File: config.mk
export PLATFORM = sky130hd
export DESIGN_NAME = bus_echo_reg
export DESIGN_NICKNAME = d
export VERILOG_FILES = /design/src/rtl/bus_echo_pkg.sv /design/src/rtl/strobe_sync.sv /design/src/rtl/echo_fsm.sv /design/src/rtl/echo_store.sv /design/src/rtl/bus_echo_reg.sv
export SDC_FILE = /design/constraint.sdc
export NUM_CORES = 1
export LEC_CHECK = 0
export CELL_PAD_IN_SITES_DETAIL_PLACEMENT = 0
export CELL_PAD_IN_SITES_GLOBAL_PLACEMENT = 1
export CORE_ASPECT_RATIO = 0.7
export CORE_MARGIN = 1.5
export CORE_UTILIZATION = 36
export CTS_CLUSTER_DIAMETER = 50
export DETAILED_ROUTE_END_ITERATION = 8
export PLACE_DENSITY = 0.79
export SYNTH_ARGS = -nofsm -noshare
export SYNTH_HDL_FRONTEND = slang
export SYNTH_HIERARCHICAL = 1
export SYNTH_SLANG_ARGS = --single-unit
File: constraint.sdc
create_clock -name clk -period 2.58 [get_ports clk]
set_clock_uncertainty 0.15 [all_clocks]
set_input_delay 0.258 -clock clk [delete_from_list [all_inputs] [get_ports clk]]
set_output_delay 0.258 -clock clk [all_outputs]
set_load 0.02 [all_outputs]
File: src/rtl/bus_echo_pkg.sv
package bus_echo_pkg;
    typedef enum logic [1:0] {
        ST_IDLE   = 2'd0,
        ST_WRITE  = 2'd1,
        ST_COMMIT = 2'd2,
        ST_READ   = 2'd3
    } echo_state_t;
endpackage

File: src/rtl/strobe_sync.sv
// Multi-stage synchroniser for active-low strobes; outputs active-high.
// STAGES must be at least 2.
module strobe_sync #(
    parameter int N      = 3,
    parameter int STAGES = 2
) (
    input  logic         clk,
    input  logic         rst,
    input  logic [N-1:0] raw_n,
    output logic [N-1:0] act
);
    for (genvar g = 0; g < N; g++) begin : g_chan
        logic [STAGES-1:0] chain;
        always_ff @(posedge clk) begin
            if (rst) chain <= '0;
            else     chain <= {chain[STAGES-2:0], ~raw_n[g]};
        end
        assign act[g] = chain[STAGES-1];
    end
endmodule

File: src/rtl/echo_fsm.sv
module echo_fsm
    import bus_echo_pkg::*;
(
    input  logic        clk,
    input  logic        rst,
    input  logic        cs_act,
    input  logic        we_act,
    input  logic        oe_act,
    input  logic        bank_ok,
    output echo_state_t state,
    output logic        cap_en,
    output logic        commit,
    output logic        rd_en
);
    echo_state_t nxt;
    logic        start_wr;
    logic        start_rd;

    assign start_wr = cs_act && we_act && bank_ok;
    assign start_rd = cs_act && oe_act && bank_ok;

    always_ff @(posedge clk) begin
        if (rst) state <= ST_IDLE;
        else     state <= nxt;
    end

    always_comb begin
        nxt = state;
        unique case (state)
            ST_IDLE: begin
                if (start_wr)      nxt = ST_WRITE;
                else if (start_rd) nxt = ST_READ;
            end
            ST_WRITE: begin
                if (!cs_act)       nxt = ST_IDLE;
                else if (!we_act)  nxt = ST_COMMIT;
            end
            ST_COMMIT:             nxt = ST_IDLE;
            ST_READ: begin
                if (!(cs_act && oe_act)) nxt = ST_IDLE;
            end
        endcase
    end

    always_comb begin
        cap_en = 1'b0;
        commit = 1'b0;
        rd_en  = 1'b0;
        unique case (state)
            ST_IDLE:   cap_en = start_wr;
            ST_WRITE:  cap_en = cs_act && we_act;
            ST_COMMIT: commit = 1'b1;
            ST_READ:   rd_en  = 1'b1;
        endcase
    end
endmodule

File: src/rtl/echo_store.sv
module echo_store #(
    parameter int DATA_W = 32,
    parameter int WORD_W = 24
) (
    input  logic              clk,
    input  logic              rst,
    input  logic              cap_en,
    input  logic              commit,
    input  logic [WORD_W-1:0] word_addr,
    input  logic [DATA_W-1:0] wdata,
    output logic [WORD_W-1:0] hold_word,
    output logic [DATA_W-1:0] hold_data,
    output logic [DATA_W-1:0] store
);
    localparam int PAD_W = DATA_W - WORD_W;

    always_ff @(posedge clk) begin
        if (rst) begin
            hold_word <= '0;
            hold_data <= '0;
            store     <= '0;
        end else begin
            if (cap_en) begin
                hold_word <= word_addr;
                hold_data <= wdata;
            end
            if (commit) begin
                if (hold_word == '0) store <= hold_data;
                else                 store <= {{PAD_W{1'b0}}, hold_word};
            end
        end
    end
endmodule

File: src/rtl/bus_echo_reg.sv
module bus_echo_reg
    import bus_echo_pkg::*;
#(
    parameter int DATA_W      = 32,
    parameter int WORD_W      = 24,
    parameter int BANK_W      = 2,
    parameter int SYNC_STAGES = 2
) (
    input  logic                     clk,
    input  logic                     rst,
    input  logic                     bus_cs_n,
    input  logic                     bus_we_n,
    input  logic                     bus_oe_n,
    input  logic [WORD_W+BANK_W-1:0] bus_addr,
    input  logic [DATA_W-1:0]        bus_wdata,
    output logic [DATA_W-1:0]        bus_rdata,
    output logic                     bus_rdata_oe
);
    localparam int ADDR_W = WORD_W + BANK_W;

    logic [2:0]        strobe_act;
    logic              cs_act;
    logic              we_act;
    logic              oe_act;
    logic              bank_ok;
    echo_state_t       state;
    logic              cap_en;
    logic              commit;
    logic              rd_en;
    logic [WORD_W-1:0] hold_word;
    logic [DATA_W-1:0] hold_data;
    logic [DATA_W-1:0] store_q;

    strobe_sync #(.N(3), .STAGES(SYNC_STAGES)) u_sync (
        .clk   (clk),
        .rst   (rst),
        .raw_n ({bus_oe_n, bus_we_n, bus_cs_n}),
        .act   (strobe_act)
    );

    assign cs_act  = strobe_act[0];
    assign we_act  = strobe_act[1];
    assign oe_act  = strobe_act[2];
    assign bank_ok = (bus_addr[ADDR_W-1 -: BANK_W] == '0);

    echo_fsm u_fsm (
        .clk     (clk),
        .rst     (rst),
        .cs_act  (cs_act),
        .we_act  (we_act),
        .oe_act  (oe_act),
        .bank_ok (bank_ok),
        .state   (state),
        .cap_en  (cap_en),
        .commit  (commit),
        .rd_en   (rd_en)
    );

    echo_store #(.DATA_W(DATA_W), .WORD_W(WORD_W)) u_store (
        .clk       (clk),
        .rst       (rst),
        .cap_en    (cap_en),
        .commit    (commit),
        .word_addr (bus_addr[WORD_W-1:0]),
        .wdata     (bus_wdata),
        .hold_word (hold_word),
        .hold_data (hold_data),
        .store     (store_q)
    );

    assign bus_rdata    = store_q;
    assign bus_rdata_oe = rd_en;
endmodule

Word-level counts from Yosys, hierarchy flattened
Index checks and enable logic that the tools add are counted.
{ "op_classes": {"magnitude_cmp": 0, "reduce_logical": 8, "n_bitwise": 3, "n_eq_ne": 6, "n_mul": 0, "muxes": 10, "addsub": 0, "shifts": 0, "div": 0} }
{ "op_table": {"columns": ["cell", "count"], "rows": [
  ["$mux 32", 1],
  ["$logic_not 24->1", 1],
  ["$mux 2", 5],
  ["$pmux 2 s4", 1],
  ["$eq 2x2->1 const B", 2],
  ["$logic_and 1x1->1", 4],
  ["$logic_not 2->1", 2],
  ["$ne 3x1->1 const B", 1],
  ["$ne 3x3->1 const B", 1],
  ["$not 1->1", 3],
  ["$reduce_and 3->1", 1],
  ["$eq 2x1->1 const B", 1],
  ["$mux 1", 2],
  ["$ne 2x2->1 const B", 1],
  ["$pmux 1 s2", 1]
]} }
{ "word_totals": {"register_bits": 96, "latchBits": 0, "mem_bits_rw": 0, "word_cells": 34, "rom_bits": 0, "inputBits": 63, "n_memories": 0, "out_inout_bits": 33} }

Depth between registers and ports, before layout
{ "logic_depth": {"depth_word": 5, "mapped_depth": 7, "ltp_nobuf": 5} }

By module
The synthesis kept the hierarchy.
{ "modules_own_cells": {"columns": ["module", "area_each_um2", "instances", "cells_each", "seq_area_each_um2"], "rows": [
  ["echo_store", 3328.2, 1, 334, 1761.7],
  ["strobe_sync", 172.7, 1, 15, 120.1],
  ["echo_fsm", 160.2, 1, 20, 40.0],
  ["bus_echo_reg", 3.8, 1, 1, 0.0]
]} }

Worst setup path before layout
OpenSTA, ideal clock, no wires.
{ "synth_timing": {"path_type": "register to register", "startpoint": "reg u_sync.g_chan[0].chain[1]", "endpoint": "reg u_store.hold_data[12]", "n_path_buf": 3, "setup_ps": 128, "arrival_ps": 1609, "synth_period_minus_slack_ps": 1886, "required_ps": 2302, "path_slack_ps": 694, "path_stages_with_launch": 8, "path_cell_list": "dfxtp_1 > buf_4 > nand2_1 > nor3_1 > clkbuf_1 > buf_2 > mux2i_1 > nor2_1"} }
{ "synth_between": {"elab_chain_cells": 3} }
{ "synth_rtl": {"columns": ["item", "line", "source"], "rows": [
  ["start: declaration", "strobe_sync.sv:13", "logic [STAGES-1:0] chain;"],
  ["start signal: assignment", "strobe_sync.sv:16", "else chain <= {chain[STAGES-2:0], ~raw_n[g]};"],
  ["$logic_and 1x1->1 (*)", "echo_fsm.sv:19, echo_fsm.sv:51", null],
  ["$logic_and 1x1->1", "echo_fsm.sv:19", "assign start_wr = cs_act && we_act && bank_ok;"],
  ["$pmux 1 s2 (*)", "echo_fsm.sv:49", "unique case (state)"],
  ["named net cap_en", "bus_echo_reg.sv:27", "logic cap_en;"],
  ["end signal: assignment", "echo_store.sv:25", "hold_data <= wdata;"],
  ["end: declaration", "echo_store.sv:12", "output logic [DATA_W-1:0] hold_data,"]
]} }
Mark *: on every way through the listed nets, which the timed path passes. The rest lies on a longest branch.
A chain may end at the register's enable or synchronous reset.

Worst setup path in the final report
{ "layout_timing": {"startpoint": "reg u_store.hold_word[2]", "endpoint": "reg u_store.store[14]"} }
{ "layout_between": {"elab_chain_cells": 2} }
{ "layout_rtl": {"columns": ["item", "line", "source"], "rows": [
  ["start: declaration", "echo_store.sv:11", "output logic [WORD_W-1:0] hold_word,"],
  ["start signal: assignment", "echo_store.sv:24", "hold_word <= word_addr;"],
  ["$logic_not 24->1", "echo_store.sv:28", "if (hold_word == '0) store <= hold_data;"],
  ["$mux 32", "echo_store.sv:28", null],
  ["end signal: assignment", "echo_store.sv:28", null],
  ["end signal: assignment", "echo_store.sv:29", "else store <= {{PAD_W{1'b0}}, hold_word};"],
  ["end: declaration", "echo_store.sv:13", "output logic [DATA_W-1:0] store"]
]} }
Every way passes these cells.

==> key figures <==
Power
  • Flop pwr share: 42.0%
  • Clk pwr share: 46.4%
  • Worst ir drop on vdd: 0.000308 V
  • Leak: 1.68 nW
  • Pwr Density: 739 mW/mm²
  • Tot Pwr: 3.75 mW
  • P_sw: 791 µW
  • Comb pwr share: 11.6%
  • Sw Share: 21.1%
  • Internal power: 2.96 mW

Finish
  • Fin area: 0.00508 mm²
  • Final non-filler cell total: 583
  • Final core occ: 51.8%
  • Layout area overhead: 38.6%
  • Layout cell share with drive strength beyond 1: 7.03%
  • Ant. Diodes: 0
  • Nets: 513

Synth
  • Distinct cells, synth: 29
  • Dominant cell type by area after synthesis: dfxtp_1
  • Synth top area cells: dfxtp_1, mux2i_1, nor2_1
  • Synth warn: 6
  • Synthesized area: 0.00366 mm²
  • Post-synthesis sequential area ratio: 52.4%
  • Syn nets: 433
  • Most frequent cell after synthesis: dfxtp_1
  • Top-area cell type share of the netlist area: 52.4%
  • Synthesized instance count: 370
  • Top FF cell, synth: dfxtp_1
  • #FFs+latches synth: 96
  • Syn Area/Cell: 9.90 µm²
  • Count of flip-flops with a built-in enable after synthesis: 0
  • Synth async-reset ratio: 0%
  • Synth top cells by count: dfxtp_1, nor2_1, mux2i_1, a211oi_1, a31oi_1

Floorplan
  • Full die area: 0.0108 mm²
  • IO Pins: 96
  • Die height: 87.4 µm
  • DIE WIDTH: 124 µm
  • Rows: 30
  • Initial Util: 37.4%
  • Core area: 0.00980 mm²

Global route
  • Vias in the first global route: 2693
  • Overflow left after global routing: 0
  • Largest net degree at the start of global routing: 53
  • Initial antenna violation count: 0
  • First-pass GRT wire length: 13600 µm
  • GRT Total Usage: 16.4%

STA
  • Hold Slack: 0.290 ns
  • Count of final max-slew check failures: 0
  • Minimum clock period after layout: 2.04 ns
  • Worst-margin pin slew: 0.561 ns
  • Final setup vio count: 0
  • Worst rel slew slack: 62.6%
  • Max frequency: 0.491 GHz
  • Setup repair after global routing missed its margin: no
  • Final worst slack: 0.542 ns
  • Total negative setup slack: 0 ns
  • Fin. Hold Viols: 0
  • Final worst-path cycle share: 79.0%

Setup path
  • Critical path fanouts, max: 32
  • CP max stage cell: or4_4
  • Start of the worst register-to-register path: u_store/hold_word[2]
  • Critical Path Start Type: register
  • Critical path buffer and inverter count: 0
  • R2r endpoint: u_store/store[14]
  • Critical Path RT: 2.68 ns
  • Max incr delay on CP: 0.58 ns
  • Crit Path Class: reg -> reg
  • Top cell family by delay on the critical path: simple AND/OR/NAND/NOR gates
  • Critical Path AT: 2.13 ns
  • R2R depth: 4
  • Crit path cell chain: or4_4 > nor2_8 > a31oi_1 > a211oi_1
  • Flop-to-flop setup slack: 0.54 ns
  • Crit end category: register

Detailed routing
  • Via count: 2875
  • Pre-antenna DRT Iters: 4
  • DR vias/cell: 4.93
  • DRC Markers: 0
  • WL per Instance: 14.8 µm
  • ANT nets after route: 0
  • Final wirelength: 8610 µm
  • Iter 0 DRT Violations: 116

Clock tree
  • Worst skew pair latency: 0.34 ns
  • Post-CTS Setup Repair Bufs: 0
  • Buffer levels on the longest clock path: 2
  • Num Clock Sinks: 96
  • Root Driver: clkbuf_16
  • Cts repair resizes: 0
  • H-tree Lvls: 3
  • CTS tree: built
  • Reg clk slew, reported paths: 0.06 ns
  • CTS buffer count: 9

Worst hold path
  • Hold Crit Class: reg -> reg
  • Hold path depth: 1
  • Worst-case hold path end point: u_sync/g_chan[1].chain[1]
  • Hold Crit Start: u_sync/g_chan[1].chain[0]

Placed design
  • Global placement routability congestion: 0.746
  • Setup WS pre-CTS: 0.428 ns
  • Placed Area: 0.00467 mm²
  • Port Buffer Count: 95
  • Placed Instances: 566
  • HPWL after DPL: 5780 µm

Status
  • Status: completed

Job
  • Max-cap violations: 0
## kinds of logic after synthesis
group           after synthesis  synth area share (%)
buf+inv                      35                  5.26
compound gates               61                  11.4
mux                          56                  15.3
flops                        96                  52.4
simple gates                122                  15.6
## placed cells by master (no fill, tap or decap), types with 5 or more instances in the layout
cell type	n
nand2b_1	8
bufinv_16	5
a31oi_1	24
a211oi_1	24
a21oi_1	9
clkdlybuf4s50_1	94
clkbuf_16	9
dfxtp_1	96
buf_4	5
mux2i_1	56
nor2_1	87
nand4_1	8
## worst max path at each step
stage	startpoint	endpoint	cells past startpoint
3_5_place_dp	bus_addr[25]	u_store/hold_word[18]	7
4_1_cts	u_store/hold_word[2]	u_store/store[9]	4
3_3_place_gp	bus_addr[25]	u_store/hold_data[19]	7
2_1_floorplan	u_sync/g_chan[0].chain[1]	u_store/hold_data[12]	7
5_1_grt	u_store/hold_word[2]	u_store/store[15]	4
6_report	u_store/hold_word[2]	u_store/store[14]	4
## registers in the layout, indices dropped and copies added, names as in the netlist
name,count
u_fsm/state,2
u_store/hold_data,32
u_store/hold_word,24
u_store/store,32
u_sync/g_chan.chain,6
## routing by layer
metal	track usage (%)	wire length [µm]
met3	4.38	418
met4	6.27	21
met1	23.4	4520
met5	0	0
met2	23.6	3640
## cell type report
class	count	area, µm²
Fill cell	892	4720
Timing Repair Buffer	103	1030
Sequential cell	96	1920
Clock inverter	5	150
Inverter	1	3.75
Tap cell	128	160
Clock buffer	11	253
Multi-Input combinational cell	239	1560
## timing repair
| item | 4_1_cts | 5_1_grt |
|---|---|---|
| hold buffers | 1 | 0 |
| setup endpoints to repair | 0 | 0 |
| hold endpoints to repair | 1 | 0 |
## power groups by stage
stage	clock network [mW]	registers, mW	logic [mW]
finish	1.74	1.58	0.435
global route	1.84	1.58	0.468
CTS	1.78	1.58	0.439
detailed placement	0	1.61	0.437
global placement	0	1.61	0.435
floorplan	0	1.65	0.163
No activity file was read; power rests on OpenSTA's default activity.
